<file path="config.mk">
export PLATFORM = sky130hd
export DESIGN_NAME = fsc_dds
export DESIGN_NICKNAME = d
export VERILOG_FILES = /design/src/rtl/fsc_pkg.sv /design/src/rtl/fsc_wr_decode.sv /design/src/rtl/fsc_shadow.sv /design/src/rtl/fsc_accum.sv /design/src/rtl/fsc_dds.sv
export SDC_FILE = /design/constraint.sdc
export NUM_CORES = 1
export LEC_CHECK = 0
export BUFFER_PORTS_ARGS = -buffer_cell sky130_fd_sc_hd__buf_2
export CAP_MARGIN = 20
export CORE_MARGIN = 1.5
export CORE_UTILIZATION = 55
export DETAILED_ROUTE_END_ITERATION = 8
export PLACE_DENSITY = 0.75
export SLEW_MARGIN = 30
export SYNTH_ARGS = -nofsm -noshare
export SYNTH_HDL_FRONTEND = slang
export SYNTH_SLANG_ARGS = --single-unit
export TNS_END_PERCENT = 100
</file>
<file path="constraint.sdc">
create_clock -name clk_i -period 8.2 [get_ports clk_i]
set_input_delay 1.64 -clock clk_i [delete_from_list [all_inputs] [get_ports clk_i]]
set_output_delay 1.64 -clock clk_i [all_outputs]
set_load 0.01 [all_outputs]
</file>
<file path="src/rtl/fsc_pkg.sv">
package fsc_pkg;
  localparam int unsigned LANE_IDX_W = 4;
  localparam logic [31:0] FSC_WORD_525 = 32'h21F0_7C1F;
  localparam logic [31:0] FSC_WORD_625 = 32'h2A09_8ACB;

  typedef struct packed {
    logic                  valid;
    logic [LANE_IDX_W-1:0] lane;
  } lane_sel_t;
endpackage

</file>
<file path="src/rtl/fsc_wr_decode.sv">
module fsc_wr_decode
  import fsc_pkg::*;
#(
  parameter int unsigned ADDR_W    = 8,
  parameter int unsigned BASE_ADDR = 8'h40,
  parameter int unsigned NUM_LANES = 4
) (
  input  logic              wr_en_i,
  input  logic [ADDR_W-1:0] wr_addr_i,
  output lane_sel_t         sel_o
);
  localparam logic [ADDR_W-1:0] BASE  = ADDR_W'(BASE_ADDR);
  localparam logic [ADDR_W-1:0] LANES = ADDR_W'(NUM_LANES);

  logic [ADDR_W-1:0] off;

  always_comb begin
    off         = wr_addr_i - BASE;
    sel_o.valid = wr_en_i && (wr_addr_i >= BASE) && (off < LANES);
    sel_o.lane  = LANE_IDX_W'(off);
  end
endmodule

</file>
<file path="src/rtl/fsc_shadow.sv">
module fsc_shadow
  import fsc_pkg::*;
#(
  parameter int unsigned PHASE_W    = 32,
  parameter logic [31:0] RESET_WORD = FSC_WORD_525
) (
  input  logic                 clk_i,
  input  logic                 rst_ni,
  input  lane_sel_t            sel_i,
  input  logic [7:0]           data_i,
  output logic [PHASE_W-9:0]   shadow_o,
  output logic [PHASE_W-1:0]   active_o,
  output logic [LANE_IDX_W-1:0] seq_o
);
  localparam int unsigned NUM_LANES = PHASE_W / 8;
  localparam logic [LANE_IDX_W-1:0] LAST = LANE_IDX_W'(NUM_LANES - 1);
  localparam logic [PHASE_W-1:0] RST_W = PHASE_W'(RESET_WORD);

  logic [LANE_IDX_W-1:0] seq_q;
  logic [PHASE_W-1:0]    active_q;
  logic [PHASE_W-1:0]    commit_word;
  logic                  accept;
  logic                  commit;

  // offset 0 always restarts; others only in sequence
  assign accept = sel_i.valid && (sel_i.lane == '0 || sel_i.lane == seq_q);
  assign commit = accept && (sel_i.lane == LAST);

  for (genvar g = 0; g < NUM_LANES - 1; g++) begin : g_lane
    logic [7:0] byte_q;
    always_ff @(posedge clk_i or negedge rst_ni) begin
      if (!rst_ni)                                              byte_q <= RST_W[g*8 +: 8];
      else if (accept && sel_i.lane == LANE_IDX_W'(g)) byte_q <= data_i;
    end
    assign shadow_o[g*8 +: 8]    = byte_q;
    assign commit_word[g*8 +: 8] = byte_q;
  end
  assign commit_word[PHASE_W-1 -: 8] = data_i;

  always_ff @(posedge clk_i or negedge rst_ni) begin
    if (!rst_ni) begin
      seq_q    <= '0;
      active_q <= RST_W;
    end else if (accept) begin
      seq_q <= commit ? '0 : sel_i.lane + 1'b1;
      if (commit) active_q <= commit_word;
    end
  end

  assign active_o = active_q;
  assign seq_o    = seq_q;
endmodule

</file>
<file path="src/rtl/fsc_accum.sv">
module fsc_accum #(
  parameter int unsigned PHASE_W = 32
) (
  input  logic               clk_i,
  input  logic               rst_ni,
  input  logic               clr_i,
  input  logic [PHASE_W-1:0] step_i,
  output logic [PHASE_W-1:0] phase_o
);
  logic [PHASE_W-1:0] phase_q;

  always_ff @(posedge clk_i or negedge rst_ni) begin
    if (!rst_ni)    phase_q <= '0;
    else if (clr_i) phase_q <= '0;
    else            phase_q <= phase_q + step_i;
  end

  assign phase_o = phase_q;
endmodule

</file>
<file path="src/rtl/fsc_dds.sv">
module fsc_dds
  import fsc_pkg::*;
#(
  parameter int unsigned ADDR_W     = 8,
  parameter int unsigned BASE_ADDR  = 8'h40,
  parameter int unsigned PHASE_W    = 32,
  parameter int unsigned LUT_BITS   = 10,
  parameter logic [31:0] RESET_WORD = FSC_WORD_525
) (
  input  logic                clk_i,
  input  logic                rst_ni,
  input  logic                wr_en_i,
  input  logic [ADDR_W-1:0]   wr_addr_i,
  input  logic [7:0]          wr_data_i,
  input  logic                phase_clr_i,
  output logic [PHASE_W-1:0]  phase_o,
  output logic [LUT_BITS-1:0] lut_idx_o
);
  localparam int unsigned NUM_LANES = PHASE_W / 8;

  lane_sel_t             sel;
  logic [PHASE_W-9:0]    shadow_word;
  logic [PHASE_W-1:0]    active_word;
  logic [LANE_IDX_W-1:0] seq_pos;

  fsc_wr_decode #(
    .ADDR_W(ADDR_W), .BASE_ADDR(BASE_ADDR), .NUM_LANES(NUM_LANES)
  ) u_dec (
    .wr_en_i(wr_en_i), .wr_addr_i(wr_addr_i), .sel_o(sel)
  );

  fsc_shadow #(
    .PHASE_W(PHASE_W), .RESET_WORD(RESET_WORD)
  ) u_shadow (
    .clk_i(clk_i), .rst_ni(rst_ni), .sel_i(sel), .data_i(wr_data_i),
    .shadow_o(shadow_word), .active_o(active_word), .seq_o(seq_pos)
  );

  fsc_accum #(
    .PHASE_W(PHASE_W)
  ) u_acc (
    .clk_i(clk_i), .rst_ni(rst_ni), .clr_i(phase_clr_i),
    .step_i(active_word), .phase_o(phase_o)
  );

  assign lut_idx_o = phase_o[PHASE_W-1 -: LUT_BITS];
endmodule

</file>
==> metrics <==
vias in the first global route 3,751; Mean Syn Cell Area 9.50 um2; min-delay worst type register to register; largest net degree at the start of global routing 70; Crit path max-delay family compound AO/OA/AOI/OAI gates; Reg area 2340 um2; Nets 640; Worst Path Buf+Inv 1; CTS sink count 92; Crit-path slowest cell dfstp_2; Core Region 9150 um2; Critical Path AT 3.48 ns; Die Height 99.8 um; IO Pins 62; Setup TNS 0 ns; row count 35; Final Cell Area 5640 um2; DRC viols 0; worst rel slew slack 44.2%; fmax 310 MHz; worst vdd ir 0.0000838 V; vias per cell 5.61; hold slack 0.463 ns; status complete, no violations; Leak Pwr 2.96 nW; fill count 775; Critical Path Fanout Max 4; hold_buf cts 0; post-DR wirelength/cell 15.9 um; flops & latches, synth 92; period utilization 39.4%; final worst path period need 3.23 ns; PortBufs 61; ANT nets after route 0; CTS Buf Count 9; Max Cap Violations 0; clock-pin slew on the worst setup and hold paths 0.10 ns; critical-path cell list ha_1 > inv_1 > fa_1 > nor2b_1 > o2111ai_1 > a2111o_1 > a21oi_1 > or3_1 > a31o_1 > a221oi_2 > mux2_1; Layout Skew 0.0131 ns; Final Hold Fails 0; CP endpoint kind register; diodes inserted 0; initial antenna violation count 0; Multi-input gate area 2610 um2; CTS resizes 0; post-synthesis sequential area ratio 45.4%; Setup-failing EPs final 0; post-synthesis cell type count 54; Least-Margin Pin Slew 0.837 ns; Post-Syn Nets 599; gr usage total 23.8%; final WL 11,100 um; GRT overflow 0; via count 3,929; Post-synth top flop dfrtp_1; TritonRoute pass-1 iters 5; Root Buffer clkbuf_8; CP max stage delay 0.55 ns; CTS tree built; first-pass GRT wire length 18,500 um; H-tree levels 3; layout overhead on the synthesized area 9.46%; max-slew violations 0; Max Root-Sink Buffers 2; post-synthesis instance area 5160 um2; initial core utilization 56.3%; clock latency on the worst-skew pair 0.36 ns; die area 9970 um2; instance count of the mapped netlist 543; layout cells sized above 1 23.8%; Worst EP required 8.45 ns; Pwr Density 143 nW/um2; CP startpoint kind register; share of synthesized registers carrying an async set or reset 100%; DP HPWL 8490 um; GP Congestion 0.873; area of placed instances 5450 um2; EDFF count, synth 0; Yosys warnings 0; RSZ-0062 raised after global routing false; WS Path Type register to register; setup repair bufs after CTS 0; Die Width 99.8 um; Initial DRC Count 211
[where the power goes]
group / switching [W] / internal, W
sequential: 0.00000389 / 0.000462
clock: 0.000176 / 0.000124
combinational: 0.0000280 / 0.0000152
[state kept, by name, summed over array words and instances, names as in the netlist]
| signal | cells |
|---|---|
| u_acc.phase_o | 32 |
| u_shadow.active_o | 32 |
| u_shadow.g_lane.byte_q | 24 |
| u_shadow.seq_o | 4 |
[area by class of cell]
class / instances / area share, %
clock buffers: 10 / 2.44
clock inverters: 6 / 0.975
inverters: 14 / 0.931
multi-input cells: 405 / 46.2
flip-flops and latches: 92 / 41.5
well taps: 111 / 2.46
repair buffers: 62 / 5.59
[final timing paths]
check                      slack, ns                    to                    startpoint  cells past startpoint
max in group asynchronous       5.89     u_shadow.seq_o[1]                        rst_ni                      2
hold / removal                  0.46  u_shadow.active_o[4]  u_shadow.g_lane[0].byte_q[4]                      2
hold reg to reg                 0.46  u_shadow.active_o[4]  u_shadow.g_lane[0].byte_q[4]                      2
setup reg to reg                4.97     u_acc.phase_o[30]          u_shadow.active_o[0]                     11
min in group asynchronous       1.17     u_acc.phase_o[23]                        rst_ni                      1
setup / recovery                4.97     u_acc.phase_o[30]          u_shadow.active_o[0]                     11
[metal layers]
metal  global-route usage [%]  share of wire, %  vias up
li1                         -                 -     1945
met1                     35.0                48     1872
met4                     8.23               1.6        0
met3                     4.04               5.3       14
met5                        0                 0        -
met2                     35.8                45       98
[kinds of logic after synthesis]
| group | synth area share [%] |
|---|---|
| AOI/OAI and AO/OA | 13.0 |
| and+or+nand+nor | 18.1 |
| xor gates and xnor gates | 4.42 |
| buffers and inverters | 4.22 |
| muxes | 6.09 |
| DFF | 45.4 |
| adders and majority gates | 8.88 |
[synth_stat cells (all sizes together) (2+ instances only)]
master | count | area share, %
o21ai | 14 | 1.4
and2 | 2 | 0.24
o31ai | 2 | 0.29
mux2 | 27 | 5.9
clkbuf | 19 | 1.4
and3 | 4 | 0.49
nand2 | 125 | 9.1
inv | 13 | 0.95
a41oi | 2 | 0.34
a21boi | 2 | 0.29
nand4 | 6 | 0.73
a21oi | 32 | 3.4
o211ai | 4 | 0.68
a211oi | 3 | 0.44
a21o | 14 | 2.0
nand4b | 2 | 0.34
dfrtp | 62 | 30
nand2b | 3 | 0.36
a221oi | 2 | 0.58
o21a | 3 | 0.44
nor2 | 40 | 2.9
nand3 | 10 | 0.97
ha | 35 | 8.5
nor3 | 3 | 0.29
o21bai | 4 | 0.58
buf | 13 | 1.8
or4 | 2 | 0.29
nor2b | 12 | 1.5
dfstp | 30 | 15
xnor2 | 12 | 2.0
a31oi | 12 | 1.5
xor2 | 14 | 2.4
[metrics by stage]
stage / setup slack (ns) / total power, W / cells / utilization [%]
after floorplan: 4.93 / 0.000494 / 543 / -
after global placement: 4.38 / 0.000516 / 684 / 59.5
after detailed placement: 4.63 / 0.000518 / 684 / 59.6
after CTS: 5.03 / 0.000817 / 700 / 61.7
after global routing: 4.79 / 0.000839 / 700 / 61.7
final: 4.97 / 0.000809 / 700 / 61.7
[worst reg2reg max path, cell delays in order, from the launching register on]
cell and delay (ns):
dfstp_2 0.55, ha_1 0.16, inv_1 0.06, fa_1 0.40
nor2b_1 0.23, o2111ai_1 0.22, a2111o_1 0.49, a21oi_1 0.18
or3_1 0.18, a31o_1 0.24, a221oi_2 0.09, mux2_1 0.32
[cells in the final DEF, fill, tap and decap left out, types with 4 or more instances in the layout]
cell type and instances:
nand4_1 6, a21oi_1 30, clkbuf_8 10, dfrtp_1 62, dfstp_2 30, inv_1 13
ha_1 35, a21o_1 14, nand2_1 125, o21bai_1 4, nor2_1 40, o21ai_1 6
a31oi_1 12, nor2b_1 12, xor2_1 14, buf_2 60, o21ai_0 8, xnor2_1 12
nand3_1 9, mux2_2 25
Note: power is estimated with default switching activity, not from simulation.
